--- src/rtl/splitter_pkg.sv ---
package splitter_pkg;

    typedef enum logic [1:0] {
        ST_IDLE = 2'd0,
        ST_CMD  = 2'd1,
        ST_XFER = 2'd2
    } split_state_e;

    localparam logic [1:0] HT_IDLE   = 2'b00;
    localparam logic [1:0] HT_BUSY   = 2'b01;
    localparam logic [1:0] HT_NONSEQ = 2'b10;
    localparam logic [1:0] HT_SEQ    = 2'b11;

    // beats carried by a fixed-length burst kind; single, incr and wrap give one
    function automatic logic [4:0] fixed_beats(input logic [2:0] kind);
        case (kind)
            3'd3:    fixed_beats = 5'd4;
            3'd5:    fixed_beats = 5'd8;
            3'd7:    fixed_beats = 5'd16;
            default: fixed_beats = 5'd1;
        endcase
    endfunction

    function automatic logic is_wrap(input logic [2:0] kind);
        is_wrap = (kind == 3'd2) || (kind == 3'd4) || (kind == 3'd6);
    endfunction

endpackage

--- src/rtl/chunk_norm.sv ---
module chunk_norm #(
    parameter int CFG_W     = 11,
    parameter int LEN_W     = 11,
    parameter int MAX_BYTES = 1024
) (
    input  logic [CFG_W-1:0] size_cfg,
    output logic [LEN_W-1:0] size_bytes
);
    logic [CFG_W-1:0] aligned;

    assign aligned = {size_cfg[CFG_W-1:2], 2'b00};

    always_comb begin
        if (aligned == '0)
            size_bytes = LEN_W'(4);
        else if (aligned > CFG_W'(MAX_BYTES))
            size_bytes = LEN_W'(MAX_BYTES);
        else
            size_bytes = LEN_W'(aligned);
    end
endmodule

--- src/rtl/blk_len.sv ---
module blk_len #(
    parameter int LEN_W = 11,
    parameter int REM_W = 5
) (
    input  logic             unbounded,
    input  logic [REM_W-1:0] rem_beats,
    input  logic [LEN_W-1:0] size_bytes,
    output logic [LEN_W-1:0] len_bytes
);
    logic [REM_W-1:0] eff_rem;
    logic [LEN_W-1:0] want;

    assign eff_rem = (rem_beats == '0) ? REM_W'(1) : rem_beats;
    assign want    = LEN_W'(eff_rem) << 2;

    always_comb begin
        if (unbounded || (want > size_bytes))
            len_bytes = size_bytes;
        else
            len_bytes = want;
    end
endmodule

--- src/rtl/ahb_burst_splitter.sv ---
module ahb_burst_splitter
    import splitter_pkg::*;
#(
    parameter int AW        = 32,
    parameter int DW        = 32,
    parameter int CFG_W     = 11,
    parameter int LEN_W     = 11,
    parameter int MAX_BYTES = 1024,
    parameter int REM_W     = 5
) (
    input  logic             clk,
    input  logic             rst_n,
    input  logic             hsel,
    input  logic [AW-1:0]    haddr,
    input  logic [1:0]       htrans,
    input  logic             hwrite,
    input  logic [2:0]       hburst,
    input  logic [DW-1:0]    hwdata,
    input  logic             hready_in,
    output logic             hreadyout,
    output logic             hresp,
    output logic [DW-1:0]    hrdata,
    input  logic [CFG_W-1:0] rd_size_cfg,
    input  logic [CFG_W-1:0] wr_size_cfg,
    output logic             cmd_valid,
    input  logic             cmd_ready,
    output logic [AW-1:0]    cmd_addr,
    output logic [LEN_W-1:0] cmd_len,
    output logic             cmd_write,
    output logic             wd_valid,
    input  logic             wd_ready,
    output logic [DW-1:0]    wd_data,
    output logic             wd_last,
    input  logic             rd_valid,
    output logic             rd_ready,
    input  logic [DW-1:0]    rd_data
);
    localparam int BEAT_W = LEN_W - 2;
    localparam int NDIR   = 2;

    typedef struct packed {
        split_state_e     st;
        logic [AW-1:0]    addr;
        logic             wr;
        logic             unbounded;
        logic             wrap;
        logic [REM_W-1:0] rem;
        logic [LEN_W-1:0] len;
        logic [BEAT_W-1:0] beats;
        logic [BEAT_W-1:0] drain;
    } split_regs_t;

    split_regs_t q, d;

    // per-direction normalised block sizes: index 0 read, 1 write
    logic [LEN_W-1:0] size_norm [NDIR];
    for (genvar g = 0; g < NDIR; g++) begin : g_size
        chunk_norm #(.CFG_W(CFG_W), .LEN_W(LEN_W), .MAX_BYTES(MAX_BYTES)) i_norm (
            .size_cfg   ((g == 0) ? rd_size_cfg : wr_size_cfg),
            .size_bytes (size_norm[g])
        );
    end

    logic             accept, is_nonseq, seq_next, cont, beat_done;
    logic             cap_unb, cap_wrap;
    logic [REM_W-1:0] rem_dec, cap_rem;
    logic [LEN_W-1:0] cap_len;

    assign accept    = hsel && hready_in && htrans[1];
    assign is_nonseq = (htrans == HT_NONSEQ);
    assign seq_next  = hsel && (htrans == HT_SEQ);
    assign cont      = seq_next && (q.beats > BEAT_W'(1));
    assign beat_done = (q.st == ST_XFER) && (q.wr ? wd_ready : rd_valid);
    assign rem_dec   = (q.rem != '0) ? (q.rem - REM_W'(1)) : q.rem;

    // parameters of a block opened by the transfer now in its address phase
    always_comb begin
        cap_unb  = is_nonseq ? (hburst == 3'd1) : q.unbounded;
        cap_wrap = is_nonseq ? is_wrap(hburst) : q.wrap;
        if (is_nonseq)
            cap_rem = REM_W'(fixed_beats(hburst));
        else if (q.wrap)
            cap_rem = REM_W'(1);
        else if (q.st == ST_XFER)
            cap_rem = rem_dec;
        else
            cap_rem = q.rem;
    end

    blk_len #(.LEN_W(LEN_W), .REM_W(REM_W)) i_blk_len (
        .unbounded  (cap_unb),
        .rem_beats  (cap_rem),
        .size_bytes (hwrite ? size_norm[1] : size_norm[0]),
        .len_bytes  (cap_len)
    );

    always_comb begin
        d = q;
        if ((q.drain != '0) && rd_valid)
            d.drain = q.drain - BEAT_W'(1);
        case (q.st)
            ST_IDLE: begin
                if (accept) begin
                    d.st        = ST_CMD;
                    d.addr      = haddr;
                    d.wr        = hwrite;
                    d.unbounded = cap_unb;
                    d.wrap      = cap_wrap;
                    d.rem       = cap_rem;
                    d.len       = cap_len;
                    d.beats     = BEAT_W'(cap_len >> 2);
                end
            end
            ST_CMD: begin
                if (cmd_valid && cmd_ready)
                    d.st = ST_XFER;
            end
            ST_XFER: begin
                if (beat_done) begin
                    d.addr  = q.addr + AW'(4);
                    d.beats = q.beats - BEAT_W'(1);
                    d.rem   = rem_dec;
                    if (!cont) begin
                        if (!q.wr && (q.beats > BEAT_W'(1)))
                            d.drain = q.beats - BEAT_W'(1);
                        if (accept) begin
                            d.st        = ST_CMD;
                            d.addr      = haddr;
                            d.wr        = hwrite;
                            d.unbounded = cap_unb;
                            d.wrap      = cap_wrap;
                            d.rem       = cap_rem;
                            d.len       = cap_len;
                            d.beats     = BEAT_W'(cap_len >> 2);
                        end else begin
                            d.st = ST_IDLE;
                        end
                    end
                end
            end
            default: d.st = ST_IDLE;
        endcase
    end

    always_ff @(posedge clk) begin
        if (!rst_n)
            q <= '0;
        else
            q <= d;
    end

    always_comb begin
        case (q.st)
            ST_IDLE: hreadyout = 1'b1;
            ST_CMD:  hreadyout = 1'b0;
            ST_XFER: hreadyout = q.wr ? wd_ready : rd_valid;
            default: hreadyout = 1'b1;
        endcase
    end

    assign hresp     = 1'b0;
    assign hrdata    = rd_data;
    assign cmd_valid = (q.st == ST_CMD) && (q.drain == '0);
    assign cmd_addr  = q.addr;
    assign cmd_len   = q.len;
    assign cmd_write = q.wr;
    assign wd_valid  = (q.st == ST_XFER) && q.wr;
    assign wd_data   = hwdata;
    assign wd_last   = (q.beats == BEAT_W'(1)) || !seq_next;
    assign rd_ready  = ((q.st == ST_XFER) && !q.wr) || (q.drain != '0);

    AST_CMD_HOLD: assert property (@(posedge clk) disable iff (!rst_n)
        cmd_valid && !cmd_ready |=> cmd_valid && $stable(cmd_addr) && $stable(cmd_len) && $stable(cmd_write));
    AST_LEN_LEGAL: assert property (@(posedge clk) disable iff (!rst_n)
        cmd_valid |-> (cmd_len != '0) && (cmd_len[1:0] == 2'b00) && (cmd_len <= LEN_W'(MAX_BYTES)));
    AST_NO_CMD_MID_BLOCK: assert property (@(posedge clk) disable iff (!rst_n)
        cmd_valid |-> !wd_valid && !rd_ready);
    AST_STALL_ON_CMD: assert property (@(posedge clk) disable iff (!rst_n)
        cmd_valid |-> !hreadyout);
    AST_BLOCK_NONEMPTY: assert property (@(posedge clk) disable iff (!rst_n)
        (q.st == ST_XFER) |-> (q.beats != '0));
endmodule

--- config.mk ---
export PLATFORM = sky130hd
export DESIGN_NAME = ahb_burst_splitter
export DESIGN_NICKNAME = d
export VERILOG_FILES = /design/src/rtl/splitter_pkg.sv /design/src/rtl/chunk_norm.sv /design/src/rtl/blk_len.sv /design/src/rtl/ahb_burst_splitter.sv
export SDC_FILE = /design/constraint.sdc
export NUM_CORES = 1
export LEC_CHECK = 0
export ABC_AREA = 1
export BUFFER_PORTS_ARGS = -buffer_cell sky130_fd_sc_hd__buf_2
export CAP_MARGIN = 25
export CORE_MARGIN = 5
export CORE_UTILIZATION = 49
export CTS_CLUSTER_SIZE = 10
export DETAILED_ROUTE_END_ITERATION = 6
export PLACE_DENSITY = 0.86
export REMOVE_ABC_BUFFERS = 1
export SLEW_MARGIN = 20
export SYNTH_ARGS = -nofsm -noshare
export SYNTH_HDL_FRONTEND = slang
export SYNTH_SLANG_ARGS = --single-unit
--- constraint.sdc ---
create_clock -name clk -period 3.39 [get_ports clk]
set_input_delay 0.5085 -clock clk [delete_from_list [all_inputs] [get_ports clk]]
set_output_delay 0.5085 -clock clk [all_outputs]
set_load 0.02 [all_outputs]
Word-level counts from Yosys, hierarchy flattened
Index checks and enable logic that the tools add are counted.
{ "word_totals": {"ff_bits": 71, "wordCells": 90} }
{ "op_classes": {"addsub": 4, "magnitude_cmp": 4, "n_eq_ne": 17, "muxes": 27, "n_reduce_logical": 29} }
{ "op_table": {"columns": ["op", "n"], "rows": [
  ["71-bit two-way mux", 2],
  ["60-bit one-hot mux with 2 select lines", 1],
  ["11-bit two-way mux", 6],
  ["62-bit two-way mux", 1],
  ["60-bit two-way mux", 1],
  ["32-bit by 3-bit adder with 32-bit output, second input constant", 1],
  ["9-bit two-way mux", 3],
  ["5-bit two-way mux", 5],
  ["11-bit greater-than comparator, second input constant", 2],
  ["11-bit zero test", 2],
  ["9-bit by 1-bit subtractor with 9-bit output, second input constant", 2],
  ["5-bit one-hot mux with 3 select lines", 1],
  ["3-bit == test, second input constant", 4],
  ["7-bit by 11-bit greater-than comparator with 1-bit output", 1],
  ["1-bit logical AND", 11],
  ["2-bit inequality test, second input constant", 5],
  ["9-bit by 1-bit == test with 1-bit output, second input constant", 1],
  ["9-bit by 1-bit greater-than comparator with 1-bit output, second input constant", 1],
  ["9-bit zero test", 1],
  ["9-bit nonzero test", 1],
  ["2-bit == test, second input constant", 3],
  ["3-bit by 2-bit == test with 1-bit output, second input constant", 2],
  ["2-bit one-hot mux with 3 select lines", 1],
  ["5-bit zero test", 1],
  ["14 further kinds", 22]
]} }

Logic depth before layout (Yosys ltp)
{ "depth": {"depth_word": 14, "mapped_depth": 23, "ltp_nobuf": 23} }

By module
A second synthesis with hierarchy kept.
{ "hier_totals": {"hier_cells": 1013, "area_unflattened_um2": 6267.3} }
{ "by_module_without_submodules": {"columns": ["mod", "n_inst", "cells_each", "area_each_um2"], "rows": [
  ["ahb_burst_splitter", 1, 887, 5661.7],
  ["blk_len", 1, 66, 355.3],
  ["chunk_norm", 2, 30, 125.1]
]} }

Least setup slack after synthesis
Ideal clock, no wire load.
{ "synth_timing": {"path_kind": "input -> register", "start": "input htrans[1]", "end": "register q[11] in the netlist's numbering", "setup_time_ps": 70, "arrival_time_ps": 2547, "t_required_ps": 3320, "path_slack_ps": 774, "stages": 17, "path_cell_list": "inv_1 > nor2_2 > nor2_1 > nand2_1 > o22ai_1 > nor2_1 > a31oi_1 > ha_1 > nand3_1 > nor2_1 > nor2_1 > nand3b_1 > nor2_1 > nor2_2 > o21ai_0 > nand2_1 > a21oi_1"} }
{ "synth_via": {"elab_chain_len": 11} }
{ "synth_rtl": {"columns": ["element", "line_no", "text"], "rows": [
  ["start: declaration", "ahb_burst_splitter.sv:15", "input logic [1:0] htrans,"],
  ["2-bit == test", "ahb_burst_splitter.sv:70", "assign is_nonseq = (htrans == HT_NONSEQ);"],
  ["5-bit two-way mux", "ahb_burst_splitter.sv:80", "if (is_nonseq)"],
  ["5-bit zero test", "blk_len.sv:13", "assign eff_rem = (rem_beats == '0) ? REM_W'(1) : rem_beats;"],
  ["5-bit two-way mux", "blk_len.sv:13", null],
  ["7-bit by 11-bit greater-than comparator with 1-bit output", "blk_len.sv:17", "if (unbounded || (want > size_bytes))"],
  ["1-bit logical OR", "blk_len.sv:17", null],
  ["11-bit two-way mux", "blk_len.sv:17", null],
  ["60-bit two-way mux", "ahb_burst_splitter.sv:126", "if (accept) begin"],
  ["71-bit two-way mux", "ahb_burst_splitter.sv:123", "if (!cont) begin"],
  ["71-bit two-way mux", "ahb_burst_splitter.sv:119", "if (beat_done) begin"],
  ["60-bit one-hot mux with 2 select lines", "ahb_burst_splitter.sv:101", "case (q.st)"],
  ["end signal: assignment", "ahb_burst_splitter.sv:147", "q <= '0;"],
  ["end signal: assignment", "ahb_burst_splitter.sv:149", "q <= d;"],
  ["end: declaration", "ahb_burst_splitter.sv:53", "split_regs_t q, d;"]
]} }
Parallel ways exist; a longest one is shown, timed or not. The select of a mux whose other input is x is not followed.
A chain may end at the register's enable or synchronous reset.

Worst setup path after layout
{ "layout_timing": {"start": "register q[29] in the netlist's numbering", "end": "register q, in the netlist cmd_len[2]"} }
{ "layout_via": {"elab_chain_len": 14} }
{ "layout_rtl": {"columns": ["element", "line_no", "text"], "rows": [
  ["5-bit by 1-bit subtractor with 5-bit output / 5-bit nonzero test (equally long branches)", "ahb_burst_splitter.sv:74", "assign rem_dec = (q.rem != '0) ? (q.rem - REM_W'(1)) : q.rem;"],
  ["5-bit two-way mux", "ahb_burst_splitter.sv:74", null],
  ["5-bit two-way mux (*)", "ahb_burst_splitter.sv:84", "else if (q.st == ST_XFER)"],
  ["5-bit two-way mux (*)", "ahb_burst_splitter.sv:82", "else if (q.wrap)"],
  ["5-bit two-way mux (*)", "ahb_burst_splitter.sv:80", null],
  ["5-bit zero test", "blk_len.sv:13", null],
  ["5-bit two-way mux (*)", "blk_len.sv:13", null],
  ["7-bit by 11-bit greater-than comparator with 1-bit output", "blk_len.sv:17", null],
  ["1-bit logical OR", "blk_len.sv:17", null],
  ["11-bit two-way mux (*)", "blk_len.sv:17", null],
  ["60-bit two-way mux", "ahb_burst_splitter.sv:126", null],
  ["71-bit two-way mux", "ahb_burst_splitter.sv:123", null],
  ["71-bit two-way mux", "ahb_burst_splitter.sv:119", null],
  ["60-bit one-hot mux with 2 select lines (*)", "ahb_burst_splitter.sv:101", null]
]} }
Every way passes the cells marked *; elsewhere a longest branch is shown, timed or not. The select of a mux whose other input is x is not followed.

==> metrics.md <==
| Metric | Value |
|---|---|
| Total of endpoints with negative setup slack in the final report | 0 |
| Total of hold buffers inserted after clock tree synthesis | 0 |
| Final cell count without fillers | 1039 |
| Power density normalized to cell area | 879.2 nW/um^2 |
| Core outline area | 11420 sq um |
| Drt first pass iters | 5 |
| DR vias | 5786 |
| Status | complete, no violations |
| Post-synthesis sequential element count | 69 |
| Number of antenna violations at the first check in global routing | 0 |
| Sequential element share of the synthesized area | 24.21% |
| TritonCTS clock tree | yes |
| Netlist area before placement | 5707 sq um |
| Antenna Violating Nets Remaining | 0 |
| Clock root buffer master | sky130_fd_sc_hd__clkbuf_16 |
| Data required time of the critical path | 3.60 ns |
| Worst hold-check path type | input pin to flip-flop |
| Most instantiated cells after synthesis | sky130_fd_sc_hd__nand2_1 (157), sky130_fd_sc_hd__buf_4 (116), sky130_fd_sc_hd__inv_1 (98) |
| Site row count | 39 |
| Floorplan die height | 117.9 microns |
| Instance count of the mapped netlist | 896 |
| Ant diodes | 0 |
| Total clock sinks | 69 |
| Worst EP arrival | 3.29 ns |
| Number of flops mapped to enable cells by yosys | 0 |
| Crit path max fanout | 6 |
| Post-route cell area | 5794 sq um |
| Number of design-rule violations left by the first detailed-router iteration | 528 |
| Post-route DRC | 0 |
| Number of buffers added by the clock tree synthesis step | 9 |
| Avg Vias per Cell | 5.569 |
| Yosys top cell area share | 24.21% |
| Effective utilization at floorplan | 49.98% |
| Drt wl/cell | 19.23 microns |
| Final Skew | 0.007190 ns |
| Total Die Area | 13910 sq um |
| Total congestion overflow | 0 |
| Static leakage | 2.761 nW |
| Ys Warns | 0 |
| Placed instance area | 5503 sq um |
| Leading area contributor after synthesis | sky130_fd_sc_hd__dfxtp_1 |
| Aggregate routed wire length | 19.98 mm |
| Top FF cell, synth | sky130_fd_sc_hd__dfxtp_1 |
| Transition at the pin with the smallest max-transition slack | 0.7765 ns |
| Element type at the critical path start | flip-flop |
| Count of unique library cells instantiated by Yosys | 45 |
| Max-Cap Viols | 0 |
| Dpl hpwl | 15.43 mm |
| # IOs | 245 |
| Average footprint of a synthesized cell | 6.369 sq um |
| Async SR Flop Fraction | 0% |
| Final GP Congestion | 0.9797 |
| Bufs on Longest Clock Path | 2 |
| Area contributors post-synth | sky130_fd_sc_hd__dfxtp_1 (24%), sky130_fd_sc_hd__buf_4 (15%), sky130_fd_sc_hd__nand2_1 (10%), sky130_fd_sc_hd__a21oi_1 (6.9%), sky130_fd_sc_hd__o21ai_0 (6.9%) |
| Vias in the first global route | 5330 |
| Most frequent cell after synthesis | sky130_fd_sc_hd__nand2_1 |
| Number of port buffers | 109 |
| Global-route usage over all layers | 27.42% |
| Area added between synthesis and finish | 1.535% |
| CTS H-Tree Depth | 3 |
| Pin count of the biggest net entering global routing | 51 |
| Highest attainable clock frequency | 324.7 MHz |
| Post-CTS clock slew at the launch and capture registers of the worst setup and hold paths | 0.06 ns |
| Critical Setup Path Class | flip-flop to flip-flop |
| Relative slew margins | 47.91% |
| Final critical-path share of the clock period | 90.84% |
| Number of max-slew violations in the final report | 0 |
| Largest voltage drop on the vdd net | 0.4055 mV |
| Horizontal die dimension | 117.9 microns |
| Clock latency on the worst-skew pair | 0.34 ns |
| Global-route wire length before repair | 30.02 mm |
| Fill cell count | 1204 |
| Final worst path period need | 3.079 ns |
| Cells after DPL | 1022 |
| Minimum hold slack | 0.4113 ns |
| Final hold viol count | 0 |
| CP endpoint kind | flip-flop |
| Proportion of layout cells with a drive suffix above 1 | 18.08% |
| Post-layout net count | 1032 |
-- worst max-delay path, stage by stage, from the launching register on --
cell	delay (ns)
sky130_fd_sc_hd__dfxtp_1	0.33
sky130_fd_sc_hd__inv_1	0.13
sky130_fd_sc_hd__ha_1	0.27
sky130_fd_sc_hd__nand3_2	0.15
sky130_fd_sc_hd__nand2_1	0.12
sky130_fd_sc_hd__o21ai_0	0.09
sky130_fd_sc_hd__a21oi_1	0.26
sky130_fd_sc_hd__a31oi_1	0.16
sky130_fd_sc_hd__ha_1	0.31
sky130_fd_sc_hd__nand3_1	0.07
sky130_fd_sc_hd__nor2_1	0.10
sky130_fd_sc_hd__nor2_1	0.05
sky130_fd_sc_hd__nand3b_1	0.15
sky130_fd_sc_hd__nor2_1	0.08
sky130_fd_sc_hd__nor2_2	0.24
sky130_fd_sc_hd__buf_4	0.16
sky130_fd_sc_hd__nand3_1	0.07
sky130_fd_sc_hd__nand2_1	0.13
sky130_fd_sc_hd__a21oi_1	0.08
-- placed cells by master, fill, tap and decap left out, drive strengths merged --
| cell type | Yosys | routed |
|---|---|---|
| a211oi | 2 | 2 |
| a21oi | 79 | 79 |
| a22o | 1 | 1 |
| a31oi | 9 | 9 |
| a41oi | 1 | 1 |
| and2 | 1 | 1 |
| and3 | 1 | 1 |
| buf | 126 | 116 |
| clkbuf | 8 | 15 |
| clkinv | 2 | 3 |
| conb | 1 | 3 |
| dfxtp | 69 | 69 |
| ha | 10 | 10 |
| inv | 104 | 104 |
| mux2 | 1 | 1 |
| nand2 | 163 | 163 |
| nand3 | 57 | 57 |
| nand3b | 4 | 4 |
| nand4 | 10 | 10 |
| nor2 | 101 | 101 |
| nor3 | 21 | 21 |
| nor3b | 1 | 1 |
| nor4 | 5 | 5 |
| nor4b | 1 | 1 |
| o211ai | 9 | 9 |
| o21ai | 86 | 86 |
| o21bai | 2 | 2 |
| o22ai | 1 | 1 |
| or2 | 4 | 4 |
| xnor2 | 2 | 2 |
| xor2 | 14 | 14 |
-- worst paths after layout --
| check | to | from | slack (ns) | cells after the start |
|---|---|---|---|---|
| worst min-delay path | cmd_addr[4] | haddr[4] | 0.41 | 3 |
| worst max register to register | cmd_len[2] | q[29] | 0.31 | 18 |
| worst min register to register | q[35] | q[35] | 0.45 | 2 |
| worst max-delay path | cmd_len[2] | q[29] | 0.31 | 18 |
-- area by class of cell --
cell class                      instances  area, sq um  share of cell area (%)
Multi-Input combinational cell        589         2965                   51.18
Timing Repair Buffer                  116        598.1                   10.32
Inverter                              106        397.9                   6.867
Clock buffer                           15        267.8                   4.621
Clock inverter                          1        5.005                 0.08637
Tap cell                              143        178.9                   3.088
Sequential cell                        69         1381                   23.84
-- sequential cells by signal, summed over array words and instances, names as in the netlist --
name,cells
cmd_write,1
cmd_addr,32
cmd_len,9
q,27
-- metrics by stage --
stage | setup slack (ns) | total power, W | util [%] | TNS (ns)
floorplan | 0.7573 | 0.003311 | - | 0
global placement | 0.2323 | 0.004083 | 48.19 | 0
detailed placement | 0.1741 | 0.004136 | 48.19 | 0
CTS | 0.1642 | 0.005027 | 50.58 | 0
global route | -0.007866 | 0.005489 | 50.75 | -0.007866
finish | 0.3106 | 0.005094 | 50.75 | 0
-- power by group --
group | internal (W) | switching [W]
clock | 0.000535 | 0.000344
combinational | 0.000885 | 0.00181
sequential | 0.00114 | 0.000378
total | 0.00256 | 0.00253
-- routing by layer --
metal  part of all wire, %  global-route usage, %
met3                    19                  21.48
met4                   1.9                  8.602
met1                    39                  33.03
met2                    39                  35.86
met5                   1.0                  11.76
-- what timing repair did --
| item | CTS | global route |
|---|---|---|
| gates resized for setup | 0 | 5 |
| endpoints found under the setup margin | 0 | 5 |
| buffers inserted | 0 | 1 |
-- logic make-up (layout without fill, tap and decap cells) --
group | Yosys count | after routing | synth area share [%]
XOR/XNOR | 16 | 16 | 2.456
flip-flops | 69 | 69 | 24.21
AND/OR/NAND/NOR | 369 | 369 | 28.74
AO/OA/AOI/OAI | 190 | 190 | 17.98
adder cells (fa/ha/maj) | 10 | 10 | 2.193
multiplexers | 1 | 1 | 0.1973
buffers and inverters | 240 | 238 | 24.16
other | 1 | 3 | 0.06571
No activity file was read; power rests on OpenSTA's default activity.
